### src/rtl/xmbox_pkg.sv
package xmbox_pkg;

  localparam int WORD_W = 32;
  localparam int CHAN_W = 4;

  // register word indices
  localparam int IDX_RECV = 0;
  localparam int IDX_STAT = 6;
  localparam int IDX_CFG  = 7;
  localparam int IDX_SEND = 8;

  // status bit positions
  localparam int ST_OB_FULL  = 31;
  localparam int ST_IB_EMPTY = 30;
  localparam int ST_DROP     = 8;

  function automatic logic [WORD_W-1:0] mbx_pack(input logic [CHAN_W-1:0] chan,
                                                 input logic [WORD_W-1:0] payload);
    return {payload[WORD_W-1:CHAN_W], chan};
  endfunction

  function automatic logic [CHAN_W-1:0] mbx_chan(input logic [WORD_W-1:0] w);
    return w[CHAN_W-1:0];
  endfunction

  function automatic logic [WORD_W-1:0] mbx_payload(input logic [WORD_W-1:0] w);
    return {w[WORD_W-1:CHAN_W], {CHAN_W{1'b0}}};
  endfunction

  function automatic logic [WORD_W-1:0] mbx_status(input logic ob_full,
                                                   input logic ib_empty,
                                                   input logic drop,
                                                   input logic [7:0] ib_level);
    logic [WORD_W-1:0] s;
    s = '0;
    s[ST_OB_FULL]  = ob_full;
    s[ST_IB_EMPTY] = ib_empty;
    s[ST_DROP]     = drop;
    s[7:0]         = ib_level;
    return s;
  endfunction

endpackage

### src/rtl/xmbox_fifo.sv
module xmbox_fifo #(
  parameter int DEPTH = 8,
  parameter int WIDTH = 32,
  localparam int PTR_W = (DEPTH > 1) ? $clog2(DEPTH) : 1,
  localparam int LVL_W = $clog2(DEPTH + 1)
) (
  input  logic             clk,
  input  logic             rst_n,
  input  logic             push_req,
  input  logic [WIDTH-1:0] push_data,
  input  logic             pop_req,
  output logic [WIDTH-1:0] head,
  output logic             full,
  output logic             empty,
  output logic [LVL_W-1:0] level
);

  logic [WIDTH-1:0] mem [DEPTH];
  logic [PTR_W-1:0] wr_ptr, rd_ptr;
  logic             push_fire, pop_fire;

  function automatic logic [PTR_W-1:0] ptr_next(input logic [PTR_W-1:0] p);
    return (p == PTR_W'(DEPTH - 1)) ? '0 : p + 1'b1;
  endfunction

  assign full      = (level == LVL_W'(DEPTH));
  assign empty     = (level == '0);
  assign push_fire = push_req && !full;
  assign pop_fire  = pop_req && !empty;
  assign head      = empty ? '0 : mem[rd_ptr];

  always_ff @(posedge clk) begin
    if (push_fire) mem[wr_ptr] <= push_data;
  end

  always_ff @(posedge clk) begin
    if (!rst_n) begin
      wr_ptr <= '0;
      rd_ptr <= '0;
      level  <= '0;
    end else begin
      if (push_fire) wr_ptr <= ptr_next(wr_ptr);
      if (pop_fire)  rd_ptr <= ptr_next(rd_ptr);
      case ({push_fire, pop_fire})
        2'b10:   level <= level + 1'b1;
        2'b01:   level <= level - 1'b1;
        default: level <= level;
      endcase
    end
  end

  assert_level_bound_R7: assert property (@(posedge clk) disable iff (!rst_n)
    level <= LVL_W'(DEPTH));

  assert_full_holds_R4: assert property (@(posedge clk) disable iff (!rst_n)
    (full && !pop_req) |=> full);

  assert_empty_holds_R6: assert property (@(posedge clk) disable iff (!rst_n)
    (empty && !push_req) |=> empty);

  assert_both_fire_R11: assert property (@(posedge clk) disable iff (!rst_n)
    (push_fire && pop_fire) |=> $stable(level));

endmodule

### src/rtl/xmbox_regs.sv
module xmbox_regs
  import xmbox_pkg::*;
#(
  parameter int IDX_W = 4,
  parameter int LVL_W = 4
) (
  input  logic              clk,
  input  logic              rst_n,
  input  logic              req_valid,
  input  logic              req_write,
  input  logic [IDX_W-1:0]  req_widx,
  input  logic [WORD_W-1:0] req_wdata,
  output logic              rsp_valid,
  output logic [WORD_W-1:0] rsp_rdata,
  input  logic              ob_full,
  input  logic              ib_empty,
  input  logic [LVL_W-1:0]  ib_level,
  input  logic [WORD_W-1:0] ib_head,
  output logic              ob_push,
  output logic [WORD_W-1:0] ob_push_data,
  output logic              ib_pop,
  output logic              cfg_irq_en
);

  logic              hit_recv, hit_stat, hit_cfg, hit_send;
  logic              wr_req, rd_req;
  logic              drop_evt, drop_clr, drop_flag;
  logic [WORD_W-1:0] rd_val;

  assign hit_recv = (req_widx == IDX_W'(IDX_RECV));
  assign hit_stat = (req_widx == IDX_W'(IDX_STAT));
  assign hit_cfg  = (req_widx == IDX_W'(IDX_CFG));
  assign hit_send = (req_widx == IDX_W'(IDX_SEND));

  assign wr_req = req_valid && req_write;
  assign rd_req = req_valid && !req_write;

  assign ob_push      = wr_req && hit_send;
  assign ob_push_data = req_wdata;
  assign ib_pop       = rd_req && hit_recv;
  assign drop_evt     = ob_push && ob_full;
  assign drop_clr     = wr_req && hit_stat && req_wdata[ST_DROP];

  always_comb begin
    rd_val = '0;
    if (rd_req) begin
      if (hit_recv)      rd_val = ib_empty ? '0 : ib_head;
      else if (hit_stat) rd_val = mbx_status(ob_full, ib_empty, drop_flag, 8'(ib_level));
      else if (hit_cfg)  rd_val = {{(WORD_W-1){1'b0}}, cfg_irq_en};
    end
  end

  always_ff @(posedge clk) begin
    if (!rst_n) begin
      drop_flag  <= 1'b0;
      cfg_irq_en <= 1'b0;
      rsp_valid  <= 1'b0;
      rsp_rdata  <= '0;
    end else begin
      if (drop_evt)      drop_flag <= 1'b1;
      else if (drop_clr) drop_flag <= 1'b0;
      if (wr_req && hit_cfg) cfg_irq_en <= req_wdata[0];
      rsp_valid <= req_valid;
      rsp_rdata <= rd_val;
    end
  end

  assert_rsp_follows_R2: assert property (@(posedge clk) disable iff (!rst_n)
    req_valid |=> rsp_valid);

  assert_rsp_idle_R2: assert property (@(posedge clk) disable iff (!rst_n)
    !req_valid |=> !rsp_valid);

  assert_write_rsp_zero_R2: assert property (@(posedge clk) disable iff (!rst_n)
    wr_req |=> (rsp_rdata == '0));

  assert_drop_sets_R4: assert property (@(posedge clk) disable iff (!rst_n)
    drop_evt |=> drop_flag);

  assert_drop_sticky_R4: assert property (@(posedge clk) disable iff (!rst_n)
    (drop_flag && !drop_clr) |=> drop_flag);

  assert_empty_read_zero_R6: assert property (@(posedge clk) disable iff (!rst_n)
    (ib_pop && ib_empty) |=> (rsp_rdata == '0));

endmodule

### src/rtl/ipc_mailbox.sv
module ipc_mailbox
  import xmbox_pkg::*;
#(
  parameter int DEPTH     = 8,
  parameter int IDX_W     = 4,
  parameter int PROP_CHAN = 8,
  localparam int LVL_W    = $clog2(DEPTH + 1)
) (
  input  logic              clk,
  input  logic              rst_n,
  input  logic              req_valid,
  output logic              req_ready,
  input  logic              req_write,
  input  logic [IDX_W-1:0]  req_widx,
  input  logic [WORD_W-1:0] req_wdata,
  output logic              rsp_valid,
  output logic [WORD_W-1:0] rsp_rdata,
  output logic              out_valid,
  input  logic              out_ready,
  output logic [WORD_W-1:0] out_data,
  input  logic              in_valid,
  output logic              in_ready,
  input  logic [WORD_W-1:0] in_data,
  output logic [CHAN_W-1:0] peek_chan,
  output logic              peek_prop,
  output logic              irq
);

  logic              ob_push, ob_full, ob_empty;
  logic [WORD_W-1:0] ob_push_data;
  logic [LVL_W-1:0]  ob_level;
  logic              ib_pop, ib_full, ib_empty;
  logic [WORD_W-1:0] ib_head;
  logic [LVL_W-1:0]  ib_level;
  logic              cfg_irq_en;

  assign req_ready = 1'b1;

  xmbox_fifo #(.DEPTH(DEPTH), .WIDTH(WORD_W)) u_ob_fifo (
    .clk       (clk),
    .rst_n     (rst_n),
    .push_req  (ob_push),
    .push_data (ob_push_data),
    .pop_req   (out_ready),
    .head      (out_data),
    .full      (ob_full),
    .empty     (ob_empty),
    .level     (ob_level)
  );

  xmbox_fifo #(.DEPTH(DEPTH), .WIDTH(WORD_W)) u_ib_fifo (
    .clk       (clk),
    .rst_n     (rst_n),
    .push_req  (in_valid),
    .push_data (in_data),
    .pop_req   (ib_pop),
    .head      (ib_head),
    .full      (ib_full),
    .empty     (ib_empty),
    .level     (ib_level)
  );

  xmbox_regs #(.IDX_W(IDX_W), .LVL_W(LVL_W)) u_regs (
    .clk          (clk),
    .rst_n        (rst_n),
    .req_valid    (req_valid),
    .req_write    (req_write),
    .req_widx     (req_widx),
    .req_wdata    (req_wdata),
    .rsp_valid    (rsp_valid),
    .rsp_rdata    (rsp_rdata),
    .ob_full      (ob_full),
    .ib_empty     (ib_empty),
    .ib_level     (ib_level),
    .ib_head      (ib_head),
    .ob_push      (ob_push),
    .ob_push_data (ob_push_data),
    .ib_pop       (ib_pop),
    .cfg_irq_en   (cfg_irq_en)
  );

  assign out_valid = !ob_empty;
  assign in_ready  = !ib_full;
  assign peek_chan = mbx_chan(ib_head);
  assign peek_prop = !ib_empty && (peek_chan == CHAN_W'(PROP_CHAN));
  assign irq       = cfg_irq_en && !ib_empty;

  assert_irq_gate_R8: assert property (@(posedge clk) disable iff (!rst_n)
    !cfg_irq_en |-> !irq);

  assert_peek_prop_R10: assert property (@(posedge clk) disable iff (!rst_n)
    peek_prop |-> (ib_level != '0));

  assert_in_ready_R5: assert property (@(posedge clk) disable iff (!rst_n)
    !in_ready |-> (ib_level == LVL_W'(DEPTH)));

  assert_out_valid_R3: assert property (@(posedge clk) disable iff (!rst_n)
    out_valid |-> (ob_level != '0));

endmodule

### config.mk
export PLATFORM = sky130hd
export DESIGN_NAME = ipc_mailbox
export DESIGN_NICKNAME = d
export VERILOG_FILES = /design/src/rtl/xmbox_pkg.sv /design/src/rtl/xmbox_fifo.sv /design/src/rtl/xmbox_regs.sv /design/src/rtl/ipc_mailbox.sv
export SDC_FILE = /design/constraint.sdc
export NUM_CORES = 1
export LEC_CHECK = 0
export BUFFER_PORTS_ARGS = -buffer_cell sky130_fd_sc_hd__buf_4
export CORE_MARGIN = 1
export CORE_UTILIZATION = 60
export CTS_BUF_LIST = sky130_fd_sc_hd__clkbuf_16
export CTS_CLUSTER_SIZE = 16
export DETAILED_ROUTE_END_ITERATION = 7
export PLACE_DENSITY = 0.8
export SLEW_MARGIN = 15
export SYNTH_ARGS = -nofsm -noshare
export SYNTH_HDL_FRONTEND = slang
export SYNTH_HIERARCHICAL = 1
export SYNTH_SLANG_ARGS = --single-unit
### constraint.sdc
create_clock -name clk -period 5 [get_ports clk]
set_input_delay 0 -clock clk [delete_from_list [all_inputs] [get_ports clk]]
set_output_delay 0 -clock clk [all_outputs]
set_load 0.01 [all_outputs]
Word level (Yosys, flattened, before mapping)

Memories as Yosys holds them, arrays and structs flattened. A register that Yosys moved wholly into a read port is not among the register bits.
Index checks and enable logic that the tools add are counted.

Input bits: 74
Bits in writable memories: 512
Register bits after elaboration: 55
Memories: 2
Logic and storage cells: 82

Memories:

| memory        | depth | bits a word | rd ports | clocked after Yosys merged registers in | wr ports | RTL line         | text |
|---|---|---|---|---|---|---|---|
| u_ib_fifo.mem | 8     | 32          | 1        | 1                                       | 1        | xmbox_fifo.sv:18 | `logic [WIDTH-1:0] mem [DEPTH];` |
| u_ob_fifo.mem | 8     | 32          | 1        | 1                                       | 1        | xmbox_fifo.sv:18 |  |

Eq/ne operators: 14
Mux-type cells: 22
Add/sub/neg operators: 8
Reductions and logical operators: 26

Operators with widths:

| cell                                                | count |
|---|---|
| two-way mux 32 bit                                  | 5 |
| two-way mux 3 bit                                   | 8 |
| equality test 4 bit, second input constant          | 4 |
| one-hot mux 4 bit (2 select lines)                  | 2 |
| logical AND 1 bit                                   | 14 |
| adder 3 x 1 -> 3 bit, second input constant         | 4 |
| equality test 3 bit, second input constant          | 4 |
| zero test 4 bit                                     | 3 |
| adder 4 x 1 -> 4 bit, second input constant         | 2 |
| equality test 4 x 3 -> 1 bit, second input constant | 2 |
| subtractor 4 x 1 -> 4 bit, second input constant    | 2 |
| two-way mux 1 bit                                   | 7 |
| nonzero test 2 bit                                  | 3 |
| zero test 1 bit                                     | 5 |
| equality test 2 x 1 -> 1 bit, second input constant | 2 |
| equality test 2 bit, second input constant          | 2 |
| AND reduction 2 bit                                 | 1 |

Longest topological paths before layout

Gate-level depths: netlist (run 1).

Depth in word-level cells: 6
Mapped depth: 11
Depth with buffers taken out: 11

Modules after synthesis

The synthesis (run 1) kept the hierarchy.

Modules (own cells, without submodules):

| module      | area an instance (um^2) | cells each | times used |
|---|---|---|---|
| xmbox_fifo  | 10,412.5                | 482        | 2 |
| xmbox_regs  | 1,365.1                 | 128        | 1 |
| ipc_mailbox | 46.3                    | 7          | 1 |

Worst setup path before layout (run 1)

No wires, ideal clock.

Kind: reg2reg
From: reg u_ib_fifo.level[1]
To: mem u_ib_fifo.mem[0][0] (enable)
Slack: 0.551 ns
Library setup time: 0.501 ns
Arrival time: 3.947 ns
Stages on the path, launching flop included: 6
Buffers on the path: 2
Path through: dfxtp_1 -> buf_2 -> nor3_2 -> a21bo_1 -> buf_6 -> nor4_1

Longest elaborated chain between the ends: 5

RTL lines:

| element                                 | RTL line         | text |
|---|---|---|
| start: declaration                      | xmbox_fifo.sv:15 | `output logic [LVL_W-1:0] level` |
| start signal: assignment                | xmbox_fifo.sv:45 | `2'b10: level <= level + 1'b1;` |
| start signal: assignment                | xmbox_fifo.sv:46 | `2'b01: level <= level - 1'b1;` |
| start signal: assignment                | xmbox_fifo.sv:47 | `default: level <= level;` |
| equality test 4 bit                     | xmbox_fifo.sv:26 | `assign full = (level == LVL_W'(DEPTH));` |
| zero test 1 bit                         | xmbox_fifo.sv:28 | `assign push_fire = push_req && !full;` |
| logical AND 1 bit                       | xmbox_fifo.sv:28 |  |
| two-way mux 1 bit                       | xmbox_fifo.sv:33 | `if (push_fire) mem[wr_ptr] <= push_data;` |
| two-way mux 1 bit (not written as such) | xmbox_fifo.sv:33 |  |
| end: declaration                        | xmbox_fifo.sv:18 |  |

No other way between the ends.

==> results.sh, run 1 <==
export IMPL_viasPerCell=6.07
export IMPL_ant_nets=0
export IMPL_place_ws_ps=2090
export IMPL_crit_chain="buf_4, mux4_2, mux2i_1, nor2_1, nor4_2, buf_4"
export IMPL_final_common_cell="edfxtp_1"
export IMPL_setup_viol=0
export IMPL_first_pass_iters=5
export IMPL_critPathKind="flip-flop to output pin"
export IMPL_dp_cells=1656
export IMPL_totalPowerFinal_mw=9.42
export IMPL_syn2layout_area_growth_pct=17.4
export IMPL_cts_sinks=573
export IMPL_drc=0
export IMPL_period_needed_ps=3230
export IMPL_ys_ff_latch=573
export IMPL_tightest_slew_ps=986
export IMPL_routed_wl_mm=45.7
export IMPL_grt_overflow=0
export IMPL_fin_util=0.715
export IMPL_dr_first_iter_drc_count=788
export IMPL_dp_hpwl_mm=24.3
export IMPL_max_cap_violations=0
export IMPL_die_area_um2=37800
export IMPL_max_freq_mhz=309
export IMPL_rsz0062_at_grt="false"
export IMPL_ioPinCount=148
export IMPL_cp_arrival_ps=3230
export IMPL_ys_types=48
export IMPL_p_leak_nw=8.62
export IMPL_io_buffer_count=146
export IMPL_clkLatencyLatePin_ps=620
export IMPL_grt_max_degree=49
export IMPL_relSlewSlack=0.342
export IMPL_worstPathRequired_ps=5000
export IMPL_fin_nets=1407
export IMPL_end_kind="output pin"
export IMPL_path_max_fanout=36
export IMPL_syn_cell_area_um2=22200
export IMPL_antenna_found_initial=3
export IMPL_cp_slowest_cell="dfxtp_2"
export IMPL_placed_area_um2=23700
export IMPL_clock_root_buffer="clkbuf_16"
export IMPL_yosys_warnings=6
export IMPL_path_clk_slew_ps=60
export IMPL_postSynthCellCount=1099
export IMPL_syn_num_nets=1187
export IMPL_globalplace_congestion=0.772
export IMPL_final_cell_count_no_fill=1833
export IMPL_cts_tree="done"
export IMPL_critical_path_endpoint="peek_prop"
export IMPL_crit_path_frequent_cell="buf_4"
export IMPL_hp_start="in_valid"
export IMPL_status="complete, no violations"
export IMPL_regToRegEndpoint="u_ob_fifo/level[2]$_SDFFE_PN0P_"
export IMPL_final_design_area_no_fill_um2=26100
export IMPL_initial_utilization=0.609
export IMPL_die_x_um=195
export IMPL_layout_drive_gt1_share=0.301
export IMPL_cts_resized=0
export IMPL_p_per_area_nw_per_um2=361
export IMPL_worst_slack_ps=1770
export IMPL_first_global_vias=11800
export IMPL_slew_violations=0
export IMPL_num_rows=70
export IMPL_seq_area_frac_synth=0.746
export IMPL_min_period_over_period=0.646
export IMPL_ff2ff_setup_slack_ps=2070
export IMPL_rr_worst_depth=11
export IMPL_dieHeight_um=195
export IMPL_cts_max_level=2
export IMPL_avgSynthCellArea_um2=20.2
export IMPL_tns_ps=0
export IMPL_cts_made_buffers=53
export IMPL_irDropWorstVdd_uv=338
export IMPL_hold_ws_ps=83.8
export IMPL_dr_total_vias=11100
export IMPL_startpoint_type="flip-flop"
export IMPL_wire_per_inst_um=24.9
export IMPL_clock_skew_final_ps=33.6
export IMPL_track_usage=0.249
export IMPL_hold_class="input port to flip-flop"
export IMPL_cts_buffer_depth=3
export IMPL_nFillCells=2058
export IMPL_core_area_um2=36500
export IMPL_cp_slowest_stage_delay_ps=980
export IMPL_grt_first_pass_wirelength_mm=69.6
export IMPL_hold_violations=0
export IMPL_r2r_start="u_ob_fifo/level[1]$_SDFFE_PN0P_"
export IMPL_final_cell_mix="edfxtp_1 (512), buf_4 (173), mux4_2 (128)"
[registers in the layout, summed over array words and instances (netlist names), 4 cells and up, named ones only]
name	cells
u_ib_fifo/mem	256
u_regs/rsp_rdata	32
u_ob_fifo/level	4
u_ib_fifo/level	4
u_ob_fifo/mem	256
[repair_timing]
action / CTS / global route
setup buffers: 0 / 0
endpoints found under the hold margin: 548 / 0
hold buffers: 76 / 0
[layout make-up]
cell class / instances / area (um2) / share of cell area
sequential: 573 / 16600 / 0.636
multi-input combinational: 437 / 5200 / 0.199
timing repair buffer: 249 / 2060 / 0.0789
clock buffer: 53 / 1330 / 0.0508
tap: 468 / 586 / 0.0224
clock inverter: 46 / 304 / 0.0116
inverter: 5 / 18.8 / 0.000719
antenna: 2 / 5.00 / 0.000192
[metal layers]
layer | up-vias | global-route usage | routed length [um]
li1 | 4810 | - | -
met1 | 5759 | 0.321 | 17700
met2 | 469 | 0.427 | 23700
met3 | 86 | 0.0493 | 3210
met4 | 2 | 0.0835 | 1110
met5 | - | 0 | 11
[worst max-delay path: cells and delay by family, from the launching register on]
family,cells,cell delay [ps]
buf+inv,2,630
flops,1,980
mux,2,490
simple gates,2,520
[cells by family (layout without fill, tap and decap cells)]
group / Yosys count / in the layout / share of synthesized area
flip-flops: 573 / 573 / 0.746
multiplexers: 202 / 202 / 0.163
AND/OR/NAND/NOR: 183 / 183 / 0.0455
buffers and inverters: 89 / 353 / 0.0243
AO/OA/AOI/OAI: 31 / 31 / 0.0105
adder cells (fa/ha/maj): 14 / 14 / 0.00788
XOR/XNOR: 6 / 6 / 0.00236
other: 1 / 3 / 0.000169
[report_power, final]
group / total [mW] / leakage, nW / internal [mW] / switching [mW]
clock: 3.76 / 0.845 / 2.04 / 1.72
combinational: 0.379 / 2.66 / 0.175 / 0.204
sequential: 5.29 / 5.12 / 5.26 / 0.0286
total: 9.42 / 8.62 / 7.47 / 1.95
[how the worst min path moves through the flow]
stage | endpoint | slack, ps | cells past startpoint
4_1_cts | u_ib_fifo/wr_ptr[1]$_SDFFE_PN0P_ | 40 | 4
6_report | u_ib_fifo/wr_ptr[1]$_SDFFE_PN0P_ | 80 | 4
2_1_floorplan | u_ib_fifo/mem[0][0]$_DFFE_PP_ | 100 | 0
5_1_grt | u_ib_fifo/wr_ptr[1]$_SDFFE_PN0P_ | 100 | 4
3_3_place_gp | u_ib_fifo/mem[6][20]$_DFFE_PP_ | 230 | 1
3_5_place_dp | u_ob_fifo/mem[7][13]$_DFFE_PP_ | 230 | 1
[synthesized netlist by cell type, drive strengths merged]
| cell type | count | share of area |
|---|---|---|
| a32oi | 6 | 0.0024 |
| or3 | 6 | 0.0018 |
| nor2b | 6 | 0.0017 |
| nand3b | 3 | 0.0010 |
| nand2b | 11 | 0.0038 |
| inv | 5 | 0.00084 |
| mux4 | 128 | 0.13 |
| a21boi | 10 | 0.0034 |
| nor2 | 78 | 0.013 |
| ha | 14 | 0.0079 |
| edfxtp | 512 | 0.69 |
| clkbuf | 13 | 0.0022 |
| conb | 1 | 0.00017 |
| a41oi | 1 | 0.00039 |
| and3b | 2 | 0.00079 |
| nor4bb | 1 | 0.00045 |
| dfxtp | 61 | 0.055 |
| xnor2 | 2 | 0.00079 |
| nor3 | 10 | 0.0027 |
| or3b | 4 | 0.0016 |
| nand3 | 2 | 0.00045 |
| o21ai | 4 | 0.00090 |
| xor2 | 4 | 0.0016 |
| nor3b | 3 | 0.0015 |
| a21bo | 2 | 0.00090 |
| nand4 | 1 | 0.00028 |
| a32o | 2 | 0.00090 |
| a31o | 1 | 0.00039 |
| nor4 | 7 | 0.0043 |
| mux2i | 73 | 0.033 |
| o22ai | 2 | 0.00056 |
| and2 | 30 | 0.0086 |
| a21oi | 3 | 0.00068 |
| and2b | 1 | 0.00039 |
| mux2 | 1 | 0.00051 |
| buf | 71 | 0.021 |
| nand2 | 18 | 0.0030 |
No activity file was read; power rests on OpenSTA's default activity.
==> run 2, diff against run 1 <==
--- a/config.mk
+++ b/config.mk
@@ -5,6 +5,7 @@
 export SDC_FILE = /design/constraint.sdc
 export NUM_CORES = 1
 export LEC_CHECK = 0
+export ABC_AREA = 1
 export BUFFER_PORTS_ARGS = -buffer_cell sky130_fd_sc_hd__buf_4
 export CORE_MARGIN = 1
 export CORE_UTILIZATION = 60
==> constraint.sdc (replaced) <==
create_clock -name clk -period 3.3 [get_ports clk]
set_input_delay 0 -clock clk [delete_from_list [all_inputs] [get_ports clk]]
set_output_delay 0 -clock clk [all_outputs]
set_load 0.01 [all_outputs]
==> run 2 against run 1 <==
- critical path depth is 2 higher
- first-iteration DRC count increased by 54%
- final cell count increased by 44%
- synthesized cell count is 73% higher
- combinational power rose to 10 times the previous value
- largest power group unchanged
- cell area is 3.3% higher
- clock power grew 66%
- die area grew 3.8%
- wire length rose by 13%
- non-clock buffer count grew 16
==> results.sh, run 2 <==
export IMPL_relSlewSlack=0.326
export IMPL_clkLatencyLatePin_ps=600
export IMPL_cts_made_buffers=54
export IMPL_postSynthCellCount=1896
export IMPL_synth_flop_cell="edfxtp_1"
export IMPL_max_freq_mhz=330
export IMPL_swShare=0.291
export IMPL_p_switching_mw=5.38
export IMPL_clkPwrFrac=0.337
export IMPL_final_cell_mix="edfxtp_1 (512), nor2_1 (461), o21ai_0 (254)"
export IMPL_synth_simple_area_share=0.117
export IMPL_num_rows=71
export IMPL_seq_area_frac_synth=0.719
export IMPL_die_x_um=198
export IMPL_core_area_um2=37800
export IMPL_cpLargestDelayFamily="buffers and inverters"
export IMPL_min_period_over_period=0.920
export IMPL_post_cts_buffers=0
export IMPL_final_common_cell="edfxtp_1"
export IMPL_power_frac_comb=0.211
export IMPL_hold_class="input port to flip-flop"
export IMPL_avgSynthCellArea_um2=12.2
export IMPL_startpoint_type="flip-flop"
export IMPL_place_ws_ps=830
export IMPL_grt_max_degree=68
export IMPL_ant_nets=0
export IMPL_end_kind="flip-flop"
export IMPL_cts_sinks=573
export IMPL_ys_top_cells_by_count="edfxtp_1 (512), nor2_1 (477), o21ai_0 (254)"
export IMPL_synth_most_common_cell="edfxtp_1"
export IMPL_cp_slowest_stage_delay_ps=690
export IMPL_ys_ff_latch=573
export IMPL_path_max_fanout=67
export IMPL_synth_xor_area_share=0.00152
export IMPL_p_leak_nw=9.79
export IMPL_hold_ws_ps=168
export IMPL_tns_ps=0
export IMPL_hold_violations=0
export IMPL_first_global_vias=15200
export IMPL_wire_per_inst_um=19.6
export IMPL_synth_compound_area_frac=0.103
export IMPL_globalplace_congestion=0.828
export IMPL_p_seq_frac=0.452
export IMPL_synth_top_cell_area_share=0.666
export IMPL_routed_wl_mm=51.9
export IMPL_syn_num_nets=1984
export IMPL_critical_path_buf_inv_count=2
export IMPL_path_clk_slew_ps=70
export IMPL_fin_nets=2168
export IMPL_clock_root_buffer="clkbuf_16"
export IMPL_track_usage=0.265
export IMPL_yosys_top_cells_area="edfxtp_1 (67%), nor2_1 (7.8%), o21ai_0 (5.5%), dfxtp_1 (5.3%), o211ai_1 (2.1%)"
export IMPL_tightest_slew_ps=1010
export IMPL_dieHeight_um=198
export IMPL_antenna_found_initial=4
export IMPL_dr_total_vias=15200
export IMPL_cts_tree="done"
export IMPL_clock_skew_final_ps=14.5
export IMPL_viasPerCell=5.77
export IMPL_dp_hpwl_mm=28.0
export IMPL_layout_drive_gt1_share=0.158
export IMPL_ioPinCount=148
export IMPL_slew_violations=0
export IMPL_syn2layout_area_growth_pct=16.8
export IMPL_max_cap_violations=0
export IMPL_p_per_area_nw_per_um2=685
export IMPL_setup_viol=0
export IMPL_rsz0062_at_grt="false"
export IMPL_synth_top_family_by_area="simple AND/OR/NAND/NOR gates"
export IMPL_io_buffer_count=146
export IMPL_period_needed_ps=3030
export IMPL_cts_buffer_depth=3
export IMPL_die_area_um2=39300
export IMPL_grt_overflow=0
export IMPL_synthAdderAreaFrac=0.00759
export IMPL_worstPathRequired_ps=3830
export IMPL_status="complete, no violations"
export IMPL_cp_slowest_cell="dfxtp_2"
export IMPL_cts_max_level=2
export IMPL_nFillCells=2375
export IMPL_synth_edf_count=512
export IMPL_syn_cell_area_um2=23100
export IMPL_muxShareOfSynthArea=0
export IMPL_critPathKind="flip-flop to flip-flop"
export IMPL_synth_async_sr_flop_share=0
export IMPL_first_pass_iters=5
export IMPL_intPower_mw=13.1
export IMPL_drc=0
export IMPL_cp_arrival_ps=3560
export IMPL_yosys_area_top_type="edfxtp_1"
export IMPL_grt_first_pass_wirelength_mm=79.8
export IMPL_worst_slack_ps=265
export IMPL_ys_types=30
export IMPL_crit_chain="buf_4, o21ai_0, o22ai_1, nor2_1, nor2_1, nand4_1, dlygate4sd3_1, a21oi_1"
export IMPL_dr_first_iter_drc_count=1214
export IMPL_initial_utilization=0.611
export IMPL_crit_path_frequent_cell="nor2_1"
export IMPL_irDropWorstVdd_uv=570
export IMPL_yosys_warnings=6
export IMPL_top_regs="u_ib_fifo/mem: 256 flops, u_ob_fifo/mem: 256 flops, u_regs/rsp_rdata: 32 flops"
[run 2: cell count changes in the layout (fill, tap and decap cells not counted), sizes merged, moves of 64 or more]
cell,previous run,this run
nand2,18,119
mux4,128,0
o21ai,4,274
o211ai,0,64
inv,19,91
nor2,78,523
mux2i,73,0
[run 2: per-stage QoR]
stage | instances | cell area (um2) | power, mW | util
after floorplan | 1896 | 23100 | 10.9 | -
after global placement | 2455 | 24400 | 12.1 | 0.645
after detailed placement | 2455 | 24400 | 12.2 | 0.645
after CTS | 2636 | 27000 | 18.5 | 0.714
after global routing | 2640 | 27000 | 19.2 | 0.714
final | 2640 | 27000 | 18.5 | 0.714
[run 2: cell families (layout without fill, tap and decap cells)]
family | count (synthesis) | after routing
adders and majority gates | 14 | 14
and+or+nand+nor | 666 | 666
AOI/OAI and AO/OA | 421 | 421
xor gates and xnor gates | 4 | 4
buffers and inverters | 217 | 446
other | 1 | 5
DFF | 573 | 573
[run 2: final cells by class]
cell class,instances,area [um2],area share
clock buffer,55,1380,0.0510
clock inverter,46,414,0.0154
multi-input combinational,1106,5400,0.200
sequential,573,16600,0.616
inverter,80,303,0.0112
tap,511,639,0.0237
antenna,4,10.0,0.000371
timing repair buffer,265,2210,0.0821
[run 2: per-layer routing]
metal	global-route usage	vias to the layer above	routed length, um
met1	0.322	7405	19800
met4	0.0942	0	1380
met5	0	-	0
met3	0.0468	113	3640
met2	0.473	685	27000
li1	-	7027	-
[run 2: repair_timing]
item                      in CTS  in global routing
resized for setup              0                  0
hold endpoints to repair     548                  0
hold buffers                  80                  0
[run 2: path summary, 6_finish.rpt]
| kind | from | to | slack, ps | cells after the start |
|---|---|---|---|---|
| worst max-delay path | flip-flop | u_regs/rsp_rdata[30]$_SDFF_PN0_ | 270 | 8 |
| worst max register to register | flip-flop | u_regs/rsp_rdata[30]$_SDFF_PN0_ | 270 | 8 |
| worst min register to register | u_regs/drop_flag$_SDFFE_PN0P_ | u_regs/rsp_rdata[8]$_SDFF_PN0_ | 490 | 2 |
| worst min-delay path | in_data[1] | u_ib_fifo/mem[7][1]$_DFFE_PP_ | 170 | 2 |
[run 2: power groups by stage]
| stage | registers [mW] | clock network, mW | logic [mW] |
|---|---|---|---|
| 2_1_floorplan | 8.28 | 0 | 2.63 |
| 3_3_place_gp | 8.48 | 0 | 3.59 |
| 3_5_place_dp | 8.50 | 0 | 3.74 |
| 4_1_cts | 8.35 | 6.28 | 3.86 |
| 5_1_grt | 8.37 | 6.56 | 4.30 |
| 6_report | 8.35 | 6.23 | 3.91 |
